==> config.mk <==
export PLATFORM = sky130hd
export DESIGN_NAME = prio_irq_ctrl
export DESIGN_NICKNAME = d
export VERILOG_FILES = /design/src/rtl/prio_irq_pkg.sv /design/src/rtl/irq_in_edge.sv /design/src/rtl/irq_regs.sv /design/src/rtl/irq_prio.sv /design/src/rtl/prio_irq_ctrl.sv
export SDC_FILE = /design/constraint.sdc
export NUM_CORES = 1
export LEC_CHECK = 0
export ABC_AREA = 1
export BUFFER_PORTS_ARGS = -buffer_cell sky130_fd_sc_hd__buf_2
export CAP_MARGIN = 20
export CORE_UTILIZATION = 45
export CTS_BUF_LIST = sky130_fd_sc_hd__clkbuf_16
export CTS_CLUSTER_DIAMETER = 200
export DETAILED_ROUTE_END_ITERATION = 8
export GPL_ROUTABILITY_DRIVEN = 0
export PLACE_DENSITY_LB_ADDON = 0.12
export SYNTH_ARGS = -nofsm -noshare
export SYNTH_HDL_FRONTEND = slang
export SYNTH_SLANG_ARGS = --single-unit
==> constraint.sdc <==
create_clock -name clk -period 3.5 [get_ports clk]
set_input_delay 0.175 -clock clk [delete_from_list [all_inputs] [get_ports clk]]
set_output_delay 0.175 -clock clk [all_outputs]
set_load 0.02 [all_outputs]
==> src/rtl/prio_irq_pkg.sv <==
// Package: shared widths and register offsets for the interrupt controller.
// Assumes byte offsets inside a 256-byte window with 4-byte registers.
package prio_irq_pkg;
    localparam int NUM_W   = 4;
    localparam int LINES   = 1 << NUM_W;
    localparam int DATA_W  = 32;
    localparam int ADDR_W  = 8;
    localparam int SLOT_W  = 4;

    typedef logic [LINES-1:0] irq_vec_t;

    // Global register slots (addr[5:2] within region 0)
    localparam logic [SLOT_W-1:0] SLOT_GRP   = 4'd0;
    localparam logic [SLOT_W-1:0] SLOT_PEND  = 4'd1;
    localparam logic [SLOT_W-1:0] SLOT_ALIAS = 4'd2;
    localparam logic [SLOT_W-1:0] SLOT_CLR   = 4'd3;
    localparam logic [SLOT_W-1:0] SLOT_STAT  = 4'd4;
    localparam logic [SLOT_W-1:0] SLOT_ROUTE = 4'd5;

    // Region select (addr[7:6])
    localparam logic [1:0] RGN_GLOBAL = 2'd0;
    localparam logic [1:0] RGN_MASK   = 2'd1;
    localparam logic [1:0] RGN_FORCE  = 2'd2;
    localparam logic [1:0] RGN_EXT    = 2'd3;

    localparam irq_vec_t USABLE = ~irq_vec_t'(1);
endpackage

==> src/rtl/irq_in_edge.sv <==
// Module: irq_in_edge
// Registers the interrupt lines and reports a one-cycle rise for each line
// that is high now and was low at the previous edge. Line 0 never rises.
// Assumes irq_in is stable around the clock edge.
module irq_in_edge
    import prio_irq_pkg::*;
(
    input  logic     clk,
    input  logic     rst_n,
    input  irq_vec_t lines_in,
    output irq_vec_t rise_o
);
    irq_vec_t last_q;

    // Remember the line levels seen at the previous edge
    always_ff @(posedge clk) begin
        if (!rst_n) last_q <= '0;
        else        last_q <= lines_in;
    end

    // Rise = high now, low before; reserved line removed
    always_comb rise_o = lines_in & ~last_q & USABLE;
endmodule

==> src/rtl/irq_regs.sv <==
// Module: irq_regs
// Holds group-select, pending, routing, and per-processor mask/force/extended
// state; decodes single-cycle writes and the combinational read path.
// Assumes word-aligned full-width accesses and one write per cycle.
// A rising line always wins over a clear or acknowledge in the same cycle.
module irq_regs
    import prio_irq_pkg::*;
#(
    parameter int NUM_CPU = 4,
    parameter int EXT_W   = 4
) (
    input  logic              clk,
    input  logic              rst_n,
    input  irq_vec_t          rise,
    input  logic              wr_en,
    input  logic [ADDR_W-1:0] addr,
    input  logic [DATA_W-1:0] wdata,
    input  logic              ack_valid,
    input  logic [NUM_W-1:0]  ack_num,
    output logic [DATA_W-1:0] rdata,
    output irq_vec_t          grp_o,
    output irq_vec_t          pend_o,
    output irq_vec_t          mask0_o,
    output irq_vec_t          force0_o
);
    localparam int HALF = DATA_W / 2;

    irq_vec_t grp_q, pend_q, route_q;
    irq_vec_t mask_q  [NUM_CPU];
    irq_vec_t force_q [NUM_CPU];
    logic [EXT_W-1:0] ext_q [NUM_CPU];

    logic [1:0]        rgn;
    logic [SLOT_W-1:0] slot;
    irq_vec_t          set_bits, clr_bits, ack_vec;
    logic              wr_glob;

    // Split the offset into region and slot, and the data into half-words
    always_comb begin
        rgn      = addr[7:6];
        slot     = addr[5:2];
        wr_glob  = wr_en && (rgn == RGN_GLOBAL);
        set_bits = irq_vec_t'(wdata[HALF-1:0]) & USABLE;
        clr_bits = irq_vec_t'(wdata[DATA_W-1:HALF]) & USABLE;
        ack_vec  = ack_valid ? (irq_vec_t'(1) << ack_num) & USABLE : '0;
    end

    // Group-select and routing registers: plain stores with bit 0 dropped
    always_ff @(posedge clk) begin
        if (!rst_n) begin
            grp_q   <= '0;
            route_q <= '0;
        end else if (wr_glob) begin
            if (slot == SLOT_GRP)   grp_q   <= set_bits;
            if (slot == SLOT_ROUTE) route_q <= set_bits;
        end
    end

    // Pending register: clear write and acknowledge first, then new rises
    always_ff @(posedge clk) begin
        if (!rst_n) begin
            pend_q <= '0;
        end else begin
            irq_vec_t nxt;
            nxt = pend_q;
            if (wr_glob && slot == SLOT_CLR) nxt = nxt & ~set_bits;
            nxt    = nxt & ~ack_vec;
            pend_q <= (nxt | (rise & ~route_q)) & USABLE;
        end
    end

    // One set of per-processor registers for each processor
    for (genvar c = 0; c < NUM_CPU; c++) begin : g_cpu
        logic hit;
        assign hit = (slot == SLOT_W'(c));

        // Mask and extended stores for processor c
        always_ff @(posedge clk) begin
            if (!rst_n) begin
                mask_q[c] <= '0;
                ext_q[c]  <= '0;
            end else if (wr_en && hit) begin
                if (rgn == RGN_MASK) mask_q[c] <= set_bits;
                if (rgn == RGN_EXT)  ext_q[c]  <= wdata[EXT_W-1:0];
            end
        end

        // Force register for processor c: set/clear write, alias, ack, routing
        always_ff @(posedge clk) begin
            if (!rst_n) begin
                force_q[c] <= '0;
            end else begin
                irq_vec_t nxt;
                nxt = force_q[c];
                if (wr_en && hit && rgn == RGN_FORCE)
                    nxt = (nxt | set_bits) & ~clr_bits;
                if (c == 0) begin
                    if (wr_glob && slot == SLOT_ALIAS) nxt = set_bits;
                    nxt = nxt & ~ack_vec;
                end
                force_q[c] <= (nxt | (rise & route_q)) & USABLE;
            end
        end
    end

    // Combinational read mux over the 256-byte window
    always_comb begin
        rdata = '0;
        case (rgn)
            RGN_GLOBAL: begin
                case (slot)
                    SLOT_GRP:   rdata = DATA_W'(grp_q);
                    SLOT_PEND:  rdata = DATA_W'(pend_q);
                    SLOT_ALIAS: rdata = DATA_W'(force_q[0]);
                    SLOT_ROUTE: rdata = DATA_W'(route_q);
                    default:    rdata = '0;
                endcase
            end
            default: begin
                for (int c = 0; c < NUM_CPU; c++) begin
                    if (slot == SLOT_W'(c)) begin
                        if (rgn == RGN_MASK)  rdata = DATA_W'(mask_q[c]);
                        if (rgn == RGN_FORCE) rdata = DATA_W'(force_q[c]);
                        if (rgn == RGN_EXT)   rdata = DATA_W'(ext_q[c]);
                    end
                end
            end
        endcase
    end

    assign grp_o    = grp_q;
    assign pend_o   = pend_q;
    assign mask0_o  = mask_q[0];
    assign force0_o = force_q[0];
endmodule

==> src/rtl/irq_prio.sv <==
// Module: irq_prio
// Forms the active vector for processor 0, picks the urgent group if it is
// non-empty, and registers the index of its highest set bit.
// Assumes bit 0 of every input vector is zero, so index 0 means idle.
module irq_prio
    import prio_irq_pkg::*;
(
    input  logic             clk,
    input  logic             rst_n,
    input  irq_vec_t         pend,
    input  irq_vec_t         force0,
    input  irq_vec_t         mask0,
    input  irq_vec_t         grp,
    output logic [NUM_W-1:0] req_o
);
    irq_vec_t         active, urgent, chosen;
    logic [NUM_W-1:0] top_idx;

    // Group selection: urgent group if any bit, else the normal group
    always_comb begin
        active = (pend | force0) & mask0;
        urgent = active & grp;
        chosen = (urgent != '0) ? urgent : (active & ~grp);
    end

    // Highest set bit: later (higher) indices overwrite earlier ones
    always_comb begin
        top_idx = '0;
        for (int i = 1; i < LINES; i++)
            if (chosen[i]) top_idx = NUM_W'(i);
    end

    // Registered request number
    always_ff @(posedge clk) begin
        if (!rst_n) req_o <= '0;
        else        req_o <= top_idx;
    end
endmodule

==> src/rtl/prio_irq_ctrl.sv <==
// Module: prio_irq_ctrl (top)
// Two-group prioritised interrupt controller for one processor output, with
// per-processor mask/force storage for NUM_CPU processors.
// Assumes word-aligned 32-bit register accesses and one write per cycle.
module prio_irq_ctrl
    import prio_irq_pkg::*;
#(
    parameter int NUM_CPU = 4
) (
    input  logic              clk,
    input  logic              rst_n,
    input  logic [15:0]       irq_in,
    input  logic              ack_valid,
    input  logic [3:0]        ack_num,
    input  logic              reg_wr,
    input  logic [7:0]        reg_addr,
    input  logic [31:0]       reg_wdata,
    output logic [31:0]       reg_rdata,
    output logic [3:0]        irq_req
);
    irq_vec_t rise_w, grp_w, pend_w, mask0_w, force0_w;

    irq_in_edge u_edge (
        .clk      (clk),
        .rst_n    (rst_n),
        .lines_in (irq_in),
        .rise_o   (rise_w)
    );

    irq_regs #(.NUM_CPU(NUM_CPU), .EXT_W(4)) u_regs (
        .clk       (clk),
        .rst_n     (rst_n),
        .rise      (rise_w),
        .wr_en     (reg_wr),
        .addr      (reg_addr),
        .wdata     (reg_wdata),
        .ack_valid (ack_valid),
        .ack_num   (ack_num),
        .rdata     (reg_rdata),
        .grp_o     (grp_w),
        .pend_o    (pend_w),
        .mask0_o   (mask0_w),
        .force0_o  (force0_w)
    );

    irq_prio u_prio (
        .clk    (clk),
        .rst_n  (rst_n),
        .pend   (pend_w),
        .force0 (force0_w),
        .mask0  (mask0_w),
        .grp    (grp_w),
        .req_o  (irq_req)
    );
endmodule

==> results_dict.tcl, run 1 <==
set metrics [dict create \
    synthSimpleGateAreaFrac 0.180 \
    fmax_mhz 397 \
    max-slew-margin-rel 0.405 \
    syn_inst 1335 \
    whs_endpoint "u_regs.ext_q[3][0]" \
    hold_viol_final 0 \
    hold_path_depth 3 \
    dp_hpwl_mm 23.7 \
    yosys.area_share.xor_xnor 0 \
    dr.pass1.iters 5 \
    synth-seq-cells 200 \
    critPathTopFamily "buffers and inverters" \
    synthFlopType "dfxtp_1" \
    cts_sinks 200 \
    worst-path-max-fanout 16 \
    drtAntennaViolNets 0 \
    port_buffers 79 \
    syn-cell-area_um2 10400 \
    fin_skew_ns 0.00928 \
    coreArea_um2 22600 \
    grtUsageMet1 0.365 \
    cts_buffer_depth 2 \
    max-vdd-ir-drop_uv 323 \
    status "finished clean" \
    via_per_inst 5.66 \
    worst_slew_pin_slew_ns 0.891 \
    crit_top_cell "buf_2" \
    cp_cell_sequence "buf_2 > nand2_1 > buf_4 > inv_1 > nor2_1 > a221oi_1 > o211ai_1 > buf_2" \
    synth_fa_ha_area_frac 0 \
    antenna_cells 0 \
    synth-edff-count 76 \
    reg2reg_slack_ns 1.31 \
    drc 0 \
    synth_cell_type_count 42 \
    timing.rr.end "u_prio.req_o[0]" \
    final_cell_mix "230 x nand2_1, 180 x inv_1, 127 x o211ai_1, 124 x dfxtp_1, 97 x nor2_1" \
    detail_route.wl_per_cell_um 20.0 \
    io_pins 100 \
    die_h_um 154 \
    gr-max-usage-layer "met2" \
    grt_pass1_wl_mm 52.2 \
    synth_top_area_frac 0.239 \
    synthTopCellsByArea "dfxtp_1 24%, edfxtp_1 22%, o211ai_1 9.2%" \
    drive_gt1_frac 0.136 \
    drt_first_iter_violations 785 \
    synthMuxAreaShare 0 \
    syn_avg_cell_area_um2 7.79 \
    slowest_delay_ns 0.73 \
    crit_slowest_cell "nor2_1" \
    fp.dieArea_um2 23700 \
    fin_crit_sh 0.720 \
    min-delay-start "reg_wdata[0]" \
    crit_type "in -> out" \
    setup_viol 0 \
    cts_buffers 17 \
    grt_util_met2 0.498 \
    grt_pass1_vias 9038 \
    synth-compound-area-share 0.241 \
    hp-class "in -> reg" \
    routed_wl_mm 34.0 \
    r2r-start "u_regs.pend_o[15]" \
    clk_pin_slew_ns 0.07 \
    ys_warn_count 0 \
    cts_tree "done" \
    p_leak_uw 0.00486 \
    maxCapViolations 0 \
    seq_area_frac_synth 0.458 \
    critPathLaunchType "primary input" \
    async_flop_share 0 \
    grt_max_degree 50 \
    rsz0062_at_grt "false" \
    start_util 0.459 \
    layout_commonest_cell "nand2_1" \
    syn_to_final_growth_pct 12.5 \
    antenna_found_initial 0 \
    die_x_um 154 \
    worstPathRequired_ns 3.32 \
    finalCriticalPeriod_ns 2.52 \
    gr-total-overflow 0 \
    power_uw 5020 \
    htreeDepth 4 \
    worst_ep_arrival_time_ns 2.35 \
    crit_buf_inv 4 \
    vias 9630 \
    met3_usage 0.0423 \
    yosysTopAreaCell "dfxtp_1" \
    tns_ns 0 \
    fin_nets 1466 \
    grtUsageTotal 0.292 \
    synth_top_family_by_area "compound AO/OA/AOI/OAI gates" \
    insertion_delay_ns 0.44 \
    power_density_nw_per_um2 429 \
    final_max_slew_viol_count 0 \
    cts-root-buf "clkbuf_16" \
    endpoint_kind "primary output" \
    reg2reg_depth 18 \
    core.rowCount 55 \
]
[synthesized netlist by cell type (2+ instances only)]
library cell and number:
o21ai_1 27, nor3_1 2, buf_4 16, inv_2 32, clkbuf_1 42, nor2_1 97, a21oi_1 92, o31ai_1 2
nand2_1 230, nand2_2 7, nor2_4 6, nor3_2 2, buf_1 6, a221oi_1 31, nand4_1 2, clkinv_1 14
o211ai_1 127, nand3_2 2, o221ai_1 6, o21bai_1 2, dfxtp_1 124, inv_1 180, edfxtp_1 76, nand3_1 51
buf_2 17, nor4_1 2, o22ai_1 18, nor2_2 8, nand3b_1 14, o21ai_0 88
[flip-flops by register name, indices dropped and copies added (netlist names)]
| signal | cells |
|---|---|
| u_regs.mask_q | 60 |
| u_regs.force_q | 60 |
| u_regs.pend_o | 15 |
| u_regs.ext_q | 16 |
| u_edge.last_q | 15 |
| u_regs.route_q | 15 |
| u_regs.grp_o | 15 |
| u_prio.req_o | 4 |
[repair_timing]
| action | CTS | global route |
|---|---|---|
| hold endpoints to repair | 15 | 0 |
| hold buffers | 15 | 0 |
| gates resized for setup | 0 | 0 |
| buffers inserted | 0 | 0 |
[routing by layer]
layer / share of wire / vias to the layer above
li1: - / 4642
met1: 0.41 / 4515
met2: 0.49 / 407
met3: 0.062 / 66
met4: 0.041 / 0
met5: 0 / -
[power by group]
part	internal, µW	leakage (µW)	switching (µW)
registers	2490	0.00173	35.4
clock network	1000	0.000281	988
logic	142	0.00285	364
[through the flow]
step | instance area, µm² | cells | hold slack, ns | util | worst slack (ns)
after floorplan | 10500 | 1350 | 0.268 | - | 1.08
after global placement | 11000 | 1653 | 0.384 | 0.485 | 1.07
after detailed placement | 11000 | 1653 | 0.387 | 0.485 | 1.03
after CTS | 11700 | 1700 | 0.0944 | 0.516 | 1.03
after global routing | 11700 | 1700 | 0.0979 | 0.516 | 0.832
final | 11700 | 1700 | 0.108 | 0.516 | 0.979
[worst max-delay path by stage]
stage / start / to / slack (ns) / cells after the start
after floorplan: reg_addr[5] / u_regs.mask_q[2][0] / 1.08 / 7
after global placement: reg_addr[7] / reg_rdata[2] / 1.07 / 12
after detailed placement: reg_addr[7] / reg_rdata[15] / 1.03 / 8
after CTS: reg_addr[7] / reg_rdata[15] / 1.03 / 8
after global routing: reg_addr[7] / reg_rdata[2] / 0.83 / 13
final: reg_addr[7] / reg_rdata[15] / 0.98 / 8
[kinds of logic after synthesis]
kind of cell / after synthesis
other: 1
buffers and inverters: 309
DFF: 200
AOI/OAI and AO/OA: 399
and+or+nand+nor: 426
[cell type report]
type / instances / area (µm²)
clock buffer: 17 / 425
tap: 285 / 357
inverter: 226 / 848
sequential: 200 / 4760
clock inverter: 15 / 140
fill: 2206 / 10900
multi-input combinational: 841 / 4450
timing repair buffer: 116 / 713
[worst min-delay path, cell delays in order]
cell,delay (ns)
buf_2,0.07
inv_1,0.08
nor2_1,0.10
Note: power is estimated with default switching activity, not from simulation.
==> run 2: changes to the inputs <==
clock period = 2.4 ns   (was 3.5 ns; I/O delays follow)
==> run 2 against run 1 <==
  * Wire length decreased by 0.66%
  * Largest power group unchanged
  * Final cell count increased by 1.2%
  * Critical path type is now reg -> out
  * Worst setup slack got worse by 0.77 ns
  * Largest cell class unchanged
==> results_dict.tcl, run 2 (synthesized netlist as in run 1, its figures left out) <==
set metrics [dict create \
    hold_viol_final 0 \
    hp-class "in -> reg" \
    fmax_mhz 455 \
    power_uw 7220 \
    port_buffers 79 \
    drive_gt1_frac 0.148 \
    worstPathRequired_ns 2.28 \
    maxCapViolations 0 \
    dr.pass1.iters 6 \
    largest_registers "u_regs.force_q (60), u_regs.mask_q (60), u_regs.ext_q (16)" \
    worst_ep_arrival_time_ns 2.08 \
    drt_first_iter_violations 750 \
    gr-total-overflow 0 \
    worst-path-max-fanout 3 \
    antenna_found_initial 0 \
    grtUsageTotal 0.289 \
    finalCriticalPeriod_ns 2.20 \
    cts_sinks 200 \
    fp.dieArea_um2 23700 \
    endpoint_kind "primary output" \
    setup_viol 0 \
    setup_slack_ns 0.204 \
    fin_skew_ns 0.0115 \
    post-cts-setup-buffers 0 \
    grt_pass1_vias 8956 \
    power_density_nw_per_um2 609 \
    max-vdd-ir-drop_uv 454 \
    coreArea_um2 22600 \
    crit_type "reg -> out" \
    worst_slew_pin_slew_ns 0.675 \
    critPathLaunchType "register" \
    tns_ns 0 \
    fin_crit_sh 0.915 \
    grt_pass1_wl_mm 51.1 \
    min-delay-start "reg_wdata[3]" \
    die_h_um 154 \
    die_x_um 154 \
    cts_buffers 17 \
    whs_endpoint "u_regs.force_q[3][2]" \
    detail_route.wl_per_cell_um 19.6 \
    fin_nets 1487 \
    rsz0062_at_grt "false" \
    antenna_cells 0 \
    r2r-start "u_regs.force_q[0][11]" \
    grt_max_degree 34 \
    layout_commonest_cell "nand2_1" \
    syn_to_final_growth_pct 14.0 \
    cts_buffer_depth 2 \
    vias 9799 \
    cts_tree "done" \
    htreeDepth 4 \
    routed_wl_mm 33.8 \
    io_pins 100 \
    drtAntennaViolNets 0 \
    insertion_delay_ns 0.45 \
    timing.rr.end "u_prio.req_o[0]" \
    reg2reg_depth 20 \
    status "finished clean" \
    clk_pin_slew_ns 0.08 \
    place_ws_ns 0.334 \
    max-slew-margin-rel 0.546 \
    dp_hpwl_mm 24.1 \
    start_util 0.459 \
    via_per_inst 5.69 \
    reg2reg_slack_ns 0.31 \
    final_max_slew_viol_count 0 \
    cts-hold-fix-buffers 15 \
    finalHoldWorstSlack_ns 0.0451 \
    drc 0 \
    cts-root-buf "clkbuf_16" \
    core.rowCount 55 \
    final_cell_mix "230 x nand2_1, 182 x inv_1, 127 x o211ai_1, 124 x dfxtp_1, 97 x nor2_1" \
    fill_cells 2209 \
    cts_resized 0 \
    p_leak_uw 0.00496 \
    hold_path_depth 5 \
]
[run 2: cell types whose count changed in the layout (fill, tap and decap cells not counted)]
cell,previous run,this run
clkinv_2,2,0
buf_4,23,42
inv_4,0,2
clkinvlp_4,0,2
inv_1,180,182
clkinv_4,4,1
buf_12,0,2
bufinv_16,1,0
clkinv_1,16,15
inv_8,2,3
[run 2: cell type report]
cell class | count | area, µm² | share of cell area
flip-flops and latches | 200 | 4760 | 0.402
clock buffers | 17 | 425 | 0.0359
multi-input cells | 841 | 4450 | 0.375
well taps | 285 | 357 | 0.0301
clock inverters | 15 | 116 | 0.00982
inverters | 226 | 848 | 0.0716
repair buffers | 137 | 896 | 0.0756
[run 2: worst max path at each step]
| stage | start | endpoint | slack, ns | cells past startpoint |
|---|---|---|---|---|
| global placement | reg_addr[2] | reg_rdata[6] | 0.36 | 10 |
| finish | u_regs.mask_q[0][1] | reg_rdata[2] | 0.20 | 8 |
| CTS | u_regs.mask_q[0][1] | reg_rdata[2] | 0.19 | 8 |
| floorplan | reg_addr[5] | u_regs.mask_q[2][0] | 0.04 | 7 |
| global route | u_regs.mask_q[0][1] | reg_rdata[2] | 0.09 | 8 |
| detailed placement | reg_addr[2] | reg_rdata[6] | 0.33 | 10 |
[run 2: where the power goes]
group	switching, µW	total [µW]	internal [µW]
sequential	52.7	3690	3640
combinational	530	753	223
clock	1430	2780	1350
total	2010	7220	5210
[run 2: layer usage]
layer | GRT usage | routed length [µm] | vias to the layer above
met5 | 0 | 0 | -
met4 | 0.153 | 1660 | 0
met3 | 0.0471 | 2390 | 85
met2 | 0.476 | 15800 | 432
met1 | 0.363 | 13900 | 4583
li1 | - | - | 4699
[run 2: metrics by stage]
step / instance area, µm² / utilization / instances
after global routing: 11900 / 0.524 / 1721
final: 11900 / 0.524 / 1721
after global placement: 11200 / 0.493 / 1674
after detailed placement: 11200 / 0.493 / 1674
after CTS: 11900 / 0.524 / 1721
after floorplan: 10500 / - / 1350
[run 2: critical path, stage by stage (launching register included)]
cell,delay (ns)
edfxtp_1,0.43
a22o_1,0.23
o21ai_0,0.25
o211ai_1,0.13
inv_1,0.09
a21oi_1,0.07
o22ai_1,0.12
o221ai_1,0.12
buf_2,0.18
